[src/rtl/gcirq_pkg.sv]
package gcirq_pkg;

  typedef enum logic {
    PIN_OUT = 1'b0,
    PIN_IN  = 1'b1
  } pin_dir_e;

  // width of a down-counter that must hold the value n
  function automatic int cnt_width(input int n);
    return (n < 2) ? 1 : $clog2(n + 1);
  endfunction

endpackage

[src/rtl/gcirq_sync.sv]
module gcirq_sync #(
  parameter int W      = 16,
  parameter int STAGES = 2
) (
  input  logic         clk,
  input  logic         rst_n,
  input  logic [W-1:0] din,
  output logic [W-1:0] q_pre,
  output logic [W-1:0] q_last
);

  logic [W-1:0] stg [STAGES];

  genvar g;
  generate
    for (g = 0; g < STAGES; g++) begin : g_stage
      if (g == 0) begin : g_first
        always_ff @(posedge clk or negedge rst_n) begin
          if (!rst_n) stg[g] <= '0;
          else        stg[g] <= din;
        end
      end else begin : g_next
        always_ff @(posedge clk or negedge rst_n) begin
          if (!rst_n) stg[g] <= '0;
          else        stg[g] <= stg[g-1];
        end
      end
    end
  endgenerate

  // the stage that moves into the last stage on the next edge
  assign q_pre  = stg[STAGES-2];
  assign q_last = stg[STAGES-1];

endmodule

[src/rtl/gcirq_port_snap.sv]
module gcirq_port_snap #(
  parameter int PW = 8
) (
  input  logic          clk,
  input  logic          rst_n,
  input  logic          prime_i,
  input  logic          rd_i,
  input  logic [PW-1:0] lvl_pre_i,
  input  logic [PW-1:0] lvl_i,
  input  logic [PW-1:0] dir_i,
  output logic [PW-1:0] snap_o,
  output logic          mis_o
);

  function automatic logic port_differs(input logic [PW-1:0] lvl,
                                        input logic [PW-1:0] snap,
                                        input logic [PW-1:0] dir);
    return |(dir & (lvl ^ snap));
  endfunction

  logic load;
  assign load = prime_i | rd_i;

  // capture the level that is about to reach the comparison stage
  always_ff @(posedge clk or negedge rst_n) begin
    if (!rst_n)    snap_o <= '0;
    else if (load) snap_o <= lvl_pre_i;
  end

  assign mis_o = port_differs(lvl_i, snap_o, dir_i);

  assert_hold_R6: assert property (@(posedge clk) disable iff (!rst_n)
    !load |=> $stable(snap_o));

  assert_capture_new_R8: assert property (@(posedge clk) disable iff (!rst_n)
    load |=> (snap_o == lvl_i));

endmodule

[src/rtl/gpio_chg_irq.sv]
module gpio_chg_irq
  import gcirq_pkg::*;
#(
  parameter int NUM_PORTS   = 2,
  parameter int PORT_W      = 8,
  parameter int SYNC_STAGES = 2
) (
  input  logic                        clk,
  input  logic                        rst_n,
  input  logic [NUM_PORTS*PORT_W-1:0] pin_lvl_i,
  input  logic [NUM_PORTS*PORT_W-1:0] pin_is_in_i,
  input  logic [NUM_PORTS-1:0]        port_rd_i,
  output logic [NUM_PORTS*PORT_W-1:0] snap_o,
  output logic                        irq_pull_o
);

  localparam int W  = NUM_PORTS * PORT_W;
  localparam int CW = cnt_width(SYNC_STAGES);

  logic [W-1:0]         lvl_pre, lvl_sync;
  logic [NUM_PORTS-1:0] port_mis;
  logic [CW-1:0]        prime_cnt;
  logic                 priming;
  logic                 req_now;

  gcirq_sync #(.W(W), .STAGES(SYNC_STAGES)) u_sync (
    .clk    (clk),
    .rst_n  (rst_n),
    .din    (pin_lvl_i),
    .q_pre  (lvl_pre),
    .q_last (lvl_sync)
  );

  // snapshot follows the pipeline until reset values have flushed out
  always_ff @(posedge clk or negedge rst_n) begin
    if (!rst_n)       prime_cnt <= CW'(SYNC_STAGES);
    else if (priming) prime_cnt <= prime_cnt - 1'b1;
  end
  assign priming = (prime_cnt != '0);

  genvar p;
  generate
    for (p = 0; p < NUM_PORTS; p++) begin : g_port
      gcirq_port_snap #(.PW(PORT_W)) u_snap (
        .clk       (clk),
        .rst_n     (rst_n),
        .prime_i   (priming),
        .rd_i      (port_rd_i[p]),
        .lvl_pre_i (lvl_pre[p*PORT_W +: PORT_W]),
        .lvl_i     (lvl_sync[p*PORT_W +: PORT_W]),
        .dir_i     (pin_is_in_i[p*PORT_W +: PORT_W]),
        .snap_o    (snap_o[p*PORT_W +: PORT_W]),
        .mis_o     (port_mis[p])
      );
    end
  endgenerate

  assign req_now = (|port_mis) & ~priming;

  always_ff @(posedge clk or negedge rst_n) begin
    if (!rst_n) irq_pull_o <= 1'b0;
    else        irq_pull_o <= req_now;
  end

  assert_quiet_prime_R1: assert property (@(posedge clk) disable iff (!rst_n)
    priming |=> !irq_pull_o);

  assert_out_mask_R4: assert property (@(posedge clk) disable iff (!rst_n)
    (pin_is_in_i == '0) |=> !irq_pull_o);

  assert_rise_cause_R3: assert property (@(posedge clk) disable iff (!rst_n)
    $rose(irq_pull_o) |-> $past(|pin_is_in_i));

  assert_read_all_clears_R6: assert property (@(posedge clk) disable iff (!rst_n)
    (&port_rd_i) |-> ##2 !irq_pull_o);

endmodule

[config.mk]
export PLATFORM = sky130hd
export DESIGN_NAME = gpio_chg_irq
export DESIGN_NICKNAME = d
export VERILOG_FILES = /design/src/rtl/gcirq_pkg.sv /design/src/rtl/gcirq_sync.sv /design/src/rtl/gcirq_port_snap.sv /design/src/rtl/gpio_chg_irq.sv
export SDC_FILE = /design/constraint.sdc
export NUM_CORES = 1
export LEC_CHECK = 0
export ABC_CLOCK_PERIOD_IN_PS = 1600
export CAP_MARGIN = 20
export CORE_MARGIN = 8
export CORE_UTILIZATION = 27
export DETAILED_ROUTE_END_ITERATION = 7
export DONT_BUFFER_PORTS = 1
export HOLD_SLACK_MARGIN = 0.02
export PLACE_DENSITY = 0.47
export SLEW_MARGIN = 10
export SYNTH_ARGS = -nofsm -noshare
export SYNTH_HDL_FRONTEND = slang
export SYNTH_SLANG_ARGS = --single-unit
export TNS_END_PERCENT = 10
[constraint.sdc]
create_clock -name clk -period 1.6 [get_ports clk]
set_input_delay 0.16 -clock clk [delete_from_list [all_inputs] [get_ports clk]]
set_output_delay 0.16 -clock clk [all_outputs]
set_load 0.05 [all_outputs]
# Yosys cells after proc, flatten, opt, wreduce, memory -nomap -nowiden
# Index checks and enable logic that the tools add are counted.
# totals
ff_bits	51
out_inout_bits	17
# classes
addsub	1
bitwise_logic	8
reduce_logical	2
# op_table
operator	n
8-bit AND	2
16-bit OR reduction	1
8-bit XOR	2
1-bit bitwise OR	2
2-bit nonzero test	1
2-bit by 1-bit subtractor with 2-bit output (second input constant)	1
1-bit AND	1
1-bit NOT	1

# Longest topological paths before layout
# logic_depth
word_depth	4
ltp_mapped	5
depth_no_buf	4

# Hierarchy
# Synthesis repeated with hierarchy kept, for this count alone.
# hier_totals
hier_cells	104
area_unflattened_um2	1744.2
# modules_own_cells
mod	instances	cells_each	area_each_um2	seq_area_each_um2
gcirq_port_snap	2	30	407.9	200.2
gcirq_sync	1	32	800.8	800.8
gpio_chg_irq	1	12	127.6	76.3

# Worst setup path after synthesis
# Ideal clock, no wire load.
# synth_path
path_type	reg-to-reg
start	reg prime_cnt[1]
end	reg g_port[0].u_snap.snap_o[0]
t_arrival_ps	1302
t_required_ps	1475
slack_ps	173
stages_incl_launch_ff	6
path_buffers	1
period_less_slack_ps	1427
cell_sequence	dfstp_2 > inv_1 > ha_1 > nand2b_1 > buf_6 > mux2_4
# synth_between
elab_chain_len	2
# synth_lines
item	line	text
start: declaration	gpio_chg_irq.sv:22	logic [CW-1:0] prime_cnt;
start signal: assignment	gpio_chg_irq.sv:36	if (!rst_n) prime_cnt <= CW'(SYNC_STAGES);
start signal: assignment	gpio_chg_irq.sv:37	else if (priming) prime_cnt <= prime_cnt - 1'b1;
2-bit nonzero test	gpio_chg_irq.sv:39	assign priming = (prime_cnt != '0);
1-bit bitwise OR	gcirq_port_snap.sv:22	assign load = prime_i | rd_i;
end signal: assignment	gcirq_port_snap.sv:27	else if (load) snap_o <= lvl_pre_i;
end: declaration	gcirq_port_snap.sv:11	output logic [PW-1:0] snap_o,
# Every way passes these cells.
# A chain may end at the register's enable or synchronous reset.

# Worst setup path in the final report
# layout_path
start	reg prime_cnt[1]
end	reg g_port[0].u_snap.snap_o[6]
# Same word-level chain as after synthesis.

==> impl_summary.txt <==
----------------------------------------------------
[Global routing]
  Via count of the first global-routing pass ... 1149
  Maximum number of pins on one net before global-route repair ... 52
  Antenna violations before repair ... 0
  GRT Resource Usage Total ... under 10%
  Congestion Overflow GR ... 0
  First-pass GRT wire length ... 6.05 mm

[Cells and area]
  Signed area change from the synthesized netlist to the final layout ... 29.9%
  N_diodes ... 0
  Share of cells above drive strength 1 ... 30.4%
  Net count of the finished layout ... 184
  Fin area ... ~2400 µm²

[STA]
  Max-slew violation count ... 0
  Aggregate negative setup slack ... 0 ps
  Achievable Freq ... ~680 MHz
  Final critical delay including setup and external delays ... between 1000 and 1500 ps
  Slew headroom ... between 60% and 70%
  Unrepaired setup endpoints after global routing ... no
  Tightest Pin Transition ... 464 ps
  Final hold violation count ... 0
  Final cycle utilization of the critical path ... approximately nine tenths
  Worst hold margin ... between 150 and 200 ps
  Clock Skews ... about 6.5 ps
  Total of endpoints with negative setup slack in the final report ... 0

[Floorplan]
  Area enclosed by the die boundary ... about 9600 µm²
  Core outline area ... about 6600 µm²
  Vertical die dimension ... a little under 100 µm
  Width of the die ... about 98 µm
  Row count ... 30
  Initial Util ... a little over a quarter
  Io pins ... 53

[Clock network]
  Clock tree from TritonCTS ... built
  Root cell of the clock tree ... sky130_fd_sc_hd__clkbuf_8
  Maximum buffer depth of the clock tree ... 2
  Insertion delay to the later sink of the worst-skew pair ... 300 ps
  Total setup buffers inserted after CTS ... 0
  Clock buffer count from CTS ... 5
  CTS sink cnt ... about 50
  Clock Pin Slew Worst Setup and Hold Paths ... around 80 ps
  Max H-tree Level ... 2

[Yosys]
  Area fraction of the dominant cell type after synthesis ... just under 70%
  Cell type with the highest aggregate area in the netlist ... sky130_fd_sc_hd__dfrtp_1
  Number of library cell types mapped by synthesis ... 14
  Number of cells produced by synthesis ... around 100
  Post-synthesis sequential area ratio ... 70.6%
  Area share of xor/xnor cells in the synthesized design ... between 8 and 9%
  Synth Register Bits ... 51
  Mux share of post-synthesis cell area ... 13.3%
  Synth Area in Simple Gates ... 1.59%
  Syn. warnings ... 0
  Synthesized-area fraction occupied by adder cells ... less than 1%
  Mean post-synth cell area ... about 17 µm²
  Post-Syn Nets ... roughly 140
  Compound-gate portion of the synthesized area ... under 10%
  Main combinational cell family by area after synthesis ... multiplexers
  Cells taking the most area after synthesis ... sky130_fd_sc_hd__dfrtp_1, sky130_fd_sc_hd__mux2_4, sky130_fd_sc_hd__xor2_1
  Cell Area, Synth ... 1810 µm²

[Worst setup path]
  R2R depth ... 5
  CP Max Fanout ... 6
  Worst setup SP type ... register
  Kind of capture point of the worst setup path ... register
  Reg2Reg Setup Slack ... between 100 and 150 ps
  Worst EP arrival ... approximately 1700 ps
  R2r endpoint ... g_port[0].u_snap.snap_o[6]
  Worst Path Required ... between 1500 and 2000 ps
  Crit path kind ... reg -> reg
  Worst setup path startpoint ... prime_cnt[1]
  RR Startpoint ... prime_cnt[1]

[Routing]
  Count of antenna-violating nets left after detailed routing ... 0
  Total length of routed wires ... roughly 3.6 mm
  Count of vias placed by the detailed router ... 963
  Count of unresolved DRC violations after routing ... 0
  Routed wire per std cell ... roughly 16 µm
  Vias per cell ... roughly 4.2
  Detailed Routing Iterations Pass 1 ... 3
  Detailed router's first-iteration violation count ... 9

[Status]
  Run status ... completed

[Place]
  Final estimated routing congestion in global placement ... just under 0.7
  Placement-stage cell area ... 2040 µm²
  Final HPWL from detailed placement ... ~2.7 mm
  I/O Buffers ... 0

[Hold path]
  Worst min-delay path class ... in -> reg
  Min-Delay Endpoint ... irq_pull_o
  WHS Path Cells ... 3
  Launch instance of the worst min-delay path ... pin_is_in_i[7]

[Power]
  Leakage power ... ~1.1 nW
  Power density over the cells ... ~1200 nW/µm²
  Max VDD drop ... 0.520 mV

[Flow run]
  Max-cap violations ... 0

----------------------------------------------------
==> flip-flops by register name, summed over array words and instances (netlist names) <==
| register | flops |
|---|---|
| u_sync.q_last | 16 |
| u_sync.q_pre | 16 |
| prime_cnt | 2 |
| g_port.u_snap.snap_o | 16 |
| irq_pull_o | 1 |
==> what timing repair did <==
action | 4_1_cts | 5_1_grt
endpoints found under the hold margin | 67 | 0
resized for setup | 0 | 3
endpoints found under the setup margin | 0 | 10
hold buffers | 18 | 0
==> layer usage <==
metal / global-route usage, % / vias up / routed length, µm
li1: - / 440 / -
met1: 8.70 / 492 / 1390
met2: 13.9 / 26 / 1890
met3: 3.49 / 5 / 282
met4: 3.24 / 0 / 49
met5: 0 / - / 0
==> cells in the mapped netlist <==
library cell,number
sky130_fd_sc_hd__dfrtp_1,50
sky130_fd_sc_hd__mux2_4,16
sky130_fd_sc_hd__xor2_1,16
sky130_fd_sc_hd__a22oi_1,8
sky130_fd_sc_hd__buf_6,2
sky130_fd_sc_hd__inv_1,2
sky130_fd_sc_hd__nand2b_1,2
sky130_fd_sc_hd__nand4_1,2
sky130_fd_sc_hd__dfstp_2,1
sky130_fd_sc_hd__ha_1,1
sky130_fd_sc_hd__nand2_1,1
sky130_fd_sc_hd__o21a_1,1
sky130_fd_sc_hd__o21ai_0,1
sky130_fd_sc_hd__xnor2_1,1
==> critical path, stage by stage, from the launching register on <==
cell and delay, ps:
sky130_fd_sc_hd__dfstp_2 540, sky130_fd_sc_hd__inv_1 40, sky130_fd_sc_hd__ha_2 200, sky130_fd_sc_hd__nand2b_1 120, sky130_fd_sc_hd__buf_6 160, sky130_fd_sc_hd__mux2_4 300
==> cell families after synthesis <==
group,after synthesis
and+or+nand+nor,5
muxes,16
xor gates and xnor gates,17
buffers and inverters,4
adders and majority gates,1
DFF,51
AOI/OAI and AO/OA,10
==> layout make-up <==
cell class | count | area (µm²)
sequential | 51 | 1280
inverter | 2 | 7.51
multi-input combinational | 49 | 505
fill | 634 | 4290
timing repair buffer | 38 | 355
tap | 80 | 100
clock inverter | 1 | 30.0
clock buffer | 7 | 76.3
==> report_power, final <==
part	total, mW	switching [mW]	internal, mW
combinational	0.467	0.271	0.196
clock	0.858	0.390	0.468
sequential	1.42	0.0493	1.37
total	2.74	0.710	2.03
==> per-stage QoR <==
step / setup WS [ps] / util (%) / power [mW] / cells
6_report: 129 / 35.4 / 2.74 / 228
5_1_grt: 60.7 / 35.4 / 2.87 / 228
4_1_cts: 28.5 / 35.3 / 2.80 / 228
3_5_place_dp: 53.3 / 30.7 / 1.85 / 202
3_3_place_gp: 82.7 / 30.7 / 1.85 / 202
2_1_floorplan: 173 / - / 1.73 / 104
==> worst max path at each step <==
| stage | to | depth (start not counted) |
|---|---|---|
| finish | g_port[0].u_snap.snap_o[6] | 5 |
| global placement | g_port[0].u_snap.snap_o[0] | 5 |
| detailed placement | g_port[0].u_snap.snap_o[6] | 5 |
| floorplan | g_port[0].u_snap.snap_o[0] | 5 |
| global route | g_port[1].u_snap.snap_o[6] | 5 |
| CTS | g_port[0].u_snap.snap_o[6] | 5 |
==> cells in the final DEF, fill, tap and decap left out, types with 2 or more instances in the layout <==
cell type,count
sky130_fd_sc_hd__a22oi_1,8
sky130_fd_sc_hd__clkbuf_1,2
sky130_fd_sc_hd__inv_1,2
sky130_fd_sc_hd__buf_6,2
sky130_fd_sc_hd__nand4_1,2
sky130_fd_sc_hd__dlygate4sd3_1,17
sky130_fd_sc_hd__clkbuf_8,5
sky130_fd_sc_hd__nand2b_1,2
sky130_fd_sc_hd__xor2_1,16
sky130_fd_sc_hd__mux2_4,16
sky130_fd_sc_hd__dfrtp_1,50
sky130_fd_sc_hd__buf_4,18
(Power assumes the default switching activity.)
